$ cat src/rtl/tcr_pkg.sv
package tcr_pkg;
  // Increment an index that cycles over 0..limit-1.
  function automatic int unsigned wrap_inc(input int unsigned idx, input int unsigned limit);
    return (idx + 1 >= limit) ? 0 : idx + 1;
  endfunction
endpackage

$ cat src/rtl/tcr_ring_ram.sv
module tcr_ring_ram #(
  parameter int DEPTH = 600,
  parameter int WIDTH = 6,
  localparam int AW = $clog2(DEPTH)
) (
  input  logic             clk,
  input  logic             rst,
  input  logic             we,
  input  logic [AW-1:0]    waddr,
  input  logic [WIDTH-1:0] wdata,
  input  logic [AW-1:0]    raddr,
  output logic [WIDTH-1:0] rdata
);
  logic [WIDTH-1:0] mem [DEPTH];

  always_ff @(posedge clk) begin
    if (we) mem[waddr] <= wdata;
  end

  // Registered read with write-first bypass on an address match.
  always_ff @(posedge clk) begin
    if (rst)                      rdata <= '0;
    else if (we && waddr == raddr) rdata <= wdata;
    else                          rdata <= mem[raddr];
  end
endmodule

$ cat src/rtl/tcr_sequencer.sv
module tcr_sequencer #(
  parameter int DEPTH = 600,
  parameter int WIDTH = 6,
  localparam int AW = $clog2(DEPTH)
) (
  input  logic             clk,
  input  logic             rst,
  input  logic             sample_valid,
  input  logic [WIDTH-1:0] sample_data,
  output logic [AW-1:0]    rd_addr,
  output logic             wr_en,
  output logic [AW-1:0]    wr_addr,
  output logic [WIDTH-1:0] wr_data,
  output logic [AW-1:0]    tail_idx,
  output logic             tail_mark,
  output logic             end_of_pass
);
  import tcr_pkg::*;

  localparam logic [AW-1:0] LAST_POS = AW'(DEPTH - 1);
  localparam logic [AW:0]   DEPTH_X  = (AW+1)'(DEPTH);

  logic [AW-1:0]    pos;
  logic [AW-1:0]    tail;
  logic             clearing;
  logic             held;
  logic [WIDTH-1:0] held_data;
  logic             last_slot;
  logic             commit;
  logic [AW:0]      addr_sum;

  assign last_slot = (pos == LAST_POS);
  assign addr_sum  = {1'b0, tail} + {1'b0, pos};
  assign rd_addr   = (addr_sum >= DEPTH_X) ? AW'(addr_sum - DEPTH_X) : addr_sum[AW-1:0];
  assign commit    = last_slot && !clearing && (sample_valid || held);

  // The clearing pass zeroes each word as it is read; otherwise the
  // only write is the commit into the tail slot on the last clock.
  assign wr_en   = clearing || commit;
  assign wr_addr = clearing ? rd_addr : tail;
  assign wr_data = clearing ? '0 : (sample_valid ? sample_data : held_data);
  assign tail_idx = tail;

  always_ff @(posedge clk) begin
    if (rst) begin
      pos         <= '0;
      tail        <= '0;
      clearing    <= 1'b1;
      held        <= 1'b0;
      held_data   <= '0;
      tail_mark   <= 1'b0;
      end_of_pass <= 1'b0;
    end else begin
      pos         <= last_slot ? '0 : pos + 1'b1;
      tail_mark   <= (pos == '0);
      end_of_pass <= last_slot;
      if (last_slot) clearing <= 1'b0;
      if (commit) begin
        tail <= AW'(wrap_inc(int'(tail), DEPTH));
        held <= 1'b0;
      end else if (sample_valid) begin
        held      <= 1'b1;
        held_data <= sample_data;
      end
    end
  end
endmodule

$ cat src/rtl/tcomp_recirc_mem.sv
module tcomp_recirc_mem #(
  parameter int DEPTH = 600,
  parameter int WIDTH = 6
) (
  input  logic             clk,
  input  logic             rst,
  input  logic             sample_valid,
  input  logic [WIDTH-1:0] sample_data,
  output logic [WIDTH-1:0] dac_out,
  output logic             tail_mark,
  output logic             end_of_pass
);
  localparam int AW = $clog2(DEPTH);

  logic [AW-1:0]    rd_addr;
  logic             wr_en;
  logic [AW-1:0]    wr_addr;
  logic [WIDTH-1:0] wr_data;
  logic [AW-1:0]    tail_idx;

  tcr_sequencer #(.DEPTH(DEPTH), .WIDTH(WIDTH)) seq_i (
    .clk(clk), .rst(rst),
    .sample_valid(sample_valid), .sample_data(sample_data),
    .rd_addr(rd_addr), .wr_en(wr_en), .wr_addr(wr_addr), .wr_data(wr_data),
    .tail_idx(tail_idx), .tail_mark(tail_mark), .end_of_pass(end_of_pass)
  );

  tcr_ring_ram #(.DEPTH(DEPTH), .WIDTH(WIDTH)) ram_i (
    .clk(clk), .rst(rst),
    .we(wr_en), .waddr(wr_addr), .wdata(wr_data),
    .raddr(rd_addr), .rdata(dac_out)
  );
endmodule

$ cat config.mk
export PLATFORM = sky130hd
export DESIGN_NAME = tcomp_recirc_mem
export DESIGN_NICKNAME = d
export VERILOG_FILES = /design/src/rtl/tcr_pkg.sv /design/src/rtl/tcr_ring_ram.sv /design/src/rtl/tcr_sequencer.sv /design/src/rtl/tcomp_recirc_mem.sv
export SDC_FILE = /design/constraint.sdc
export NUM_CORES = 2
export LEC_CHECK = 0
export ABC_CLOCK_PERIOD_IN_PS = 65099
export BUFFER_PORTS_ARGS = -buffer_cell sky130_fd_sc_hd__buf_2
export CAP_MARGIN = 20
export CORE_MARGIN = 3
export CORE_UTILIZATION = 53
export CTS_CLUSTER_SIZE = 14
export DETAILED_ROUTE_END_ITERATION = 10
export PLACE_DENSITY = 0.68
export REMOVE_ABC_BUFFERS = 1
export SKIP_LAST_GASP = 1
export SLEW_MARGIN = 20
export SYNTH_ARGS = -nofsm -noshare
export SYNTH_HDL_FRONTEND = slang
export SYNTH_SLANG_ARGS = --single-unit
$ cat constraint.sdc
create_clock -name clk -period 65.1 [get_ports clk]
set_input_delay 13.02 -clock clk [delete_from_list [all_inputs] [get_ports clk]]
set_output_delay 13.02 -clock clk [all_outputs]
set_load 0.005 [all_outputs]
==> reports/qor.txt <==
TritonCTS Buffers: 365
Yosys reg bits: 3636
first-pass GRT wire length: 619000 µm
post-synthesis mux area share: 15.9%
ys async rst share: 0%
pre-CTS WS: 46990 ps
Die H: 536 µm
Rows: 193
critical path launch point type: input pin
largest family of logic cells by synthesized area: multiplexers
total number of vias: 84676
most frequent cells in the layout: 3600 x edfxtp_1, 915 x mux4_2, 744 x nor2_1, 610 x nand2_1, 370 x clkbuf_16
most common cell after layout, fill and taps aside: edfxtp_1
# nets final: 8109
clk buf depth: 4
CTS tree: yes
aggregate global routing overflow: 0
utilization after layout: 59.5%
skew final: 66.9 ps
xor and xnor fraction of the mapped netlist area: 0.193%
gr usage total: 30.3%
cts repair resizes: 0
Crit Path Max Fanout: 185
Sinks on Clock Net: 3636
die area: 287000 µm²
ys flop type: edfxtp_1
placed cell count: 11421
Power Dens Cells: 29.6 nW/µm²
share of cells above drive strength 1: 21.3%
port bufs: 16
DRT antenna net count: 0
final hold violation count: 0
outcome: complete, no violations
Core ar.: 278000 µm²
HP Class: register to register
DRC viols: 0
Max Cap Viol: 0
Worst EP required: 65620 ps
Synth Area in Simple Gates: 4.55%
Worst R2R Setup Slack: 56530 ps
initial antenna violation count: 32
final cell count without fillers: 12095
Crit Path Category: input pin to register
Post-Synthesis Cell Area: 149000 µm²
DR pass1 iterations: 8
Post-Synth Adder-Cell Area: 0.131%
vias in the first global route: 80982
CTS H-Tree Depth: 5
DR WL/cell: 36.3 µm
initial detailed-routing violation count: 13650
root buffer cell: clkbuf_16
Post-synth EDFFs: 3600
Filler cells: 19603
min Tclk post-route: 17210 ps
DP HPWL: 263000 µm
Initial Utilization: 53.6%
Cell Area, Placed: 153000 µm²
RD Place Congestion: 0.942
Rel. slew slack: 9.68%
later-pin clock latency in the skew report: 920 ps
Seq. cell area: 109000 µm²
Post-Syn Instances: 8078
period utilization: 26.4%
Post-CTS Hold Buffers: 0
vias per cell: 7.00
Layout area overhead: 11.1%
Lkg Pwr: 55.2 nW
final total negative setup slack: 0 ps
clock-pin slew on the worst setup and hold paths: 60 ps
VDD IR max: 0.0252 mV
Final Slew Violations: 0
Syn Area/Cell: 18.4 µm²
Cell variety after synth: 87
post-CTS setup buffers: 0
endpoint class of the critical path: register
RSZ-0062 raised after global routing: false
Multi-input gate area: 38100 µm²
Worst-Margin Slew: 1350 ps
WL final: 439000 µm
Crit path arrival time: 17730 ps
complex-gate fraction of the synthesized area: 4.51%
DIE WIDTH: 536 µm
synth warn: 0
Final WS setup: 47890 ps
final instance area: 165000 µm²
FMAX: 58.1 MHz
IO Pins: 17
final setup fails: 0
largest net degree at the start of global routing: 186
sequential fraction of the synthesis area: 73.1%
-- power breakdown --
group          total [W]  switching, W  internal, W
logic           0.000272      0.000160     0.000111
registers        0.00253   0.000000953      0.00253
clock network    0.00209      0.000889      0.00120
-- sequential cells by signal, indices dropped and copies added (netlist names) --
| signal | count |
|---|---|
| seq_i.end_of_pass | 1 |
| ram_i.mem | 3600 |
| seq_i.tail_idx | 10 |
| seq_i.pos | 10 |
| seq_i.held | 1 |
| seq_i.tail_mark | 1 |
| ram_i.rdata | 6 |
| seq_i.held_data | 6 |
| seq_i.clearing | 1 |
-- worst paths after layout --
| check | startpoint | end | cells after the start |
|---|---|---|---|
| max | sample_valid | ram_i.mem[590][4] | 8 |
| min | seq_i.held_data[0] | seq_i.held_data[0] | 2 |
| max reg2reg | seq_i.tail_idx[2] | ram_i.mem[50][0] | 18 |
| min reg2reg | seq_i.held_data[0] | seq_i.held_data[0] | 2 |
-- Yosys cell counts, types with 67 or more instances --
cell | n | share of area [%]
nand2_1 | 659 | 1.7
edfxtp_1 | 3600 | 73
mux4_2 | 915 | 14
a221oi_1 | 135 | 0.79
mux2i_1 | 297 | 2.0
a21oi_1 | 140 | 0.47
buf_2 | 136 | 0.46
buf_1 | 100 | 0.25
nor2_1 | 754 | 1.9
a31oi_1 | 67 | 0.28
clkbuf_1 | 319 | 0.80
nand3_1 | 80 | 0.27
o21ai_0 | 88 | 0.30
o22ai_1 | 92 | 0.39
-- logic make-up (layout without fill, tap and decap cells) --
logic type / Yosys count / after routing
XOR/XNOR: 32 / 32
other: 0 / 18
flip-flops: 3636 / 3636
buffers and inverters: 593 / 887
AND/OR/NAND/NOR: 1662 / 1662
multiplexers: 1217 / 1217
adder cells (fa/ha/maj): 15 / 15
AO/OA/AOI/OAI: 923 / 923
-- area by class of cell --
cell class / instances / area share [%]
antenna: 18 / 0.0272
tap: 3705 / 2.80
sequential: 3636 / 65.8
inverter: 18 / 0.0469
clock inverter: 219 / 1.42
multi-input combinational: 3849 / 23.1
timing repair buffer: 215 / 1.11
clock buffer: 435 / 5.75
-- critical path: stages --
cell and delay [ps]:
buf_2 280, mux2i_1 180, nor2_4 130, buf_12 650, buf_4 710, buf_4 830, buf_4 800, buf_4 880
-- layer usage --
layer	vias up	part of all wire, %	GRT usage, %
li1	33127	-	-
met1	43737	37	42.6
met2	6583	45	44.3
met3	1207	13	8.93
met4	22	5.3	13.8
met5	-	0.032	0.0666
-- through the flow --
| stage | power (W) | hold WS [ps] |
|---|---|---|
| global placement | 0.00285 | 444 |
| detailed placement | 0.00285 | 455 |
| floorplan | 0.00305 | 430 |
| global route | 0.00503 | 491 |
| finish | 0.00490 | 463 |
| CTS | 0.00491 | 463 |
Note: power is estimated with default switching activity, not from simulation.
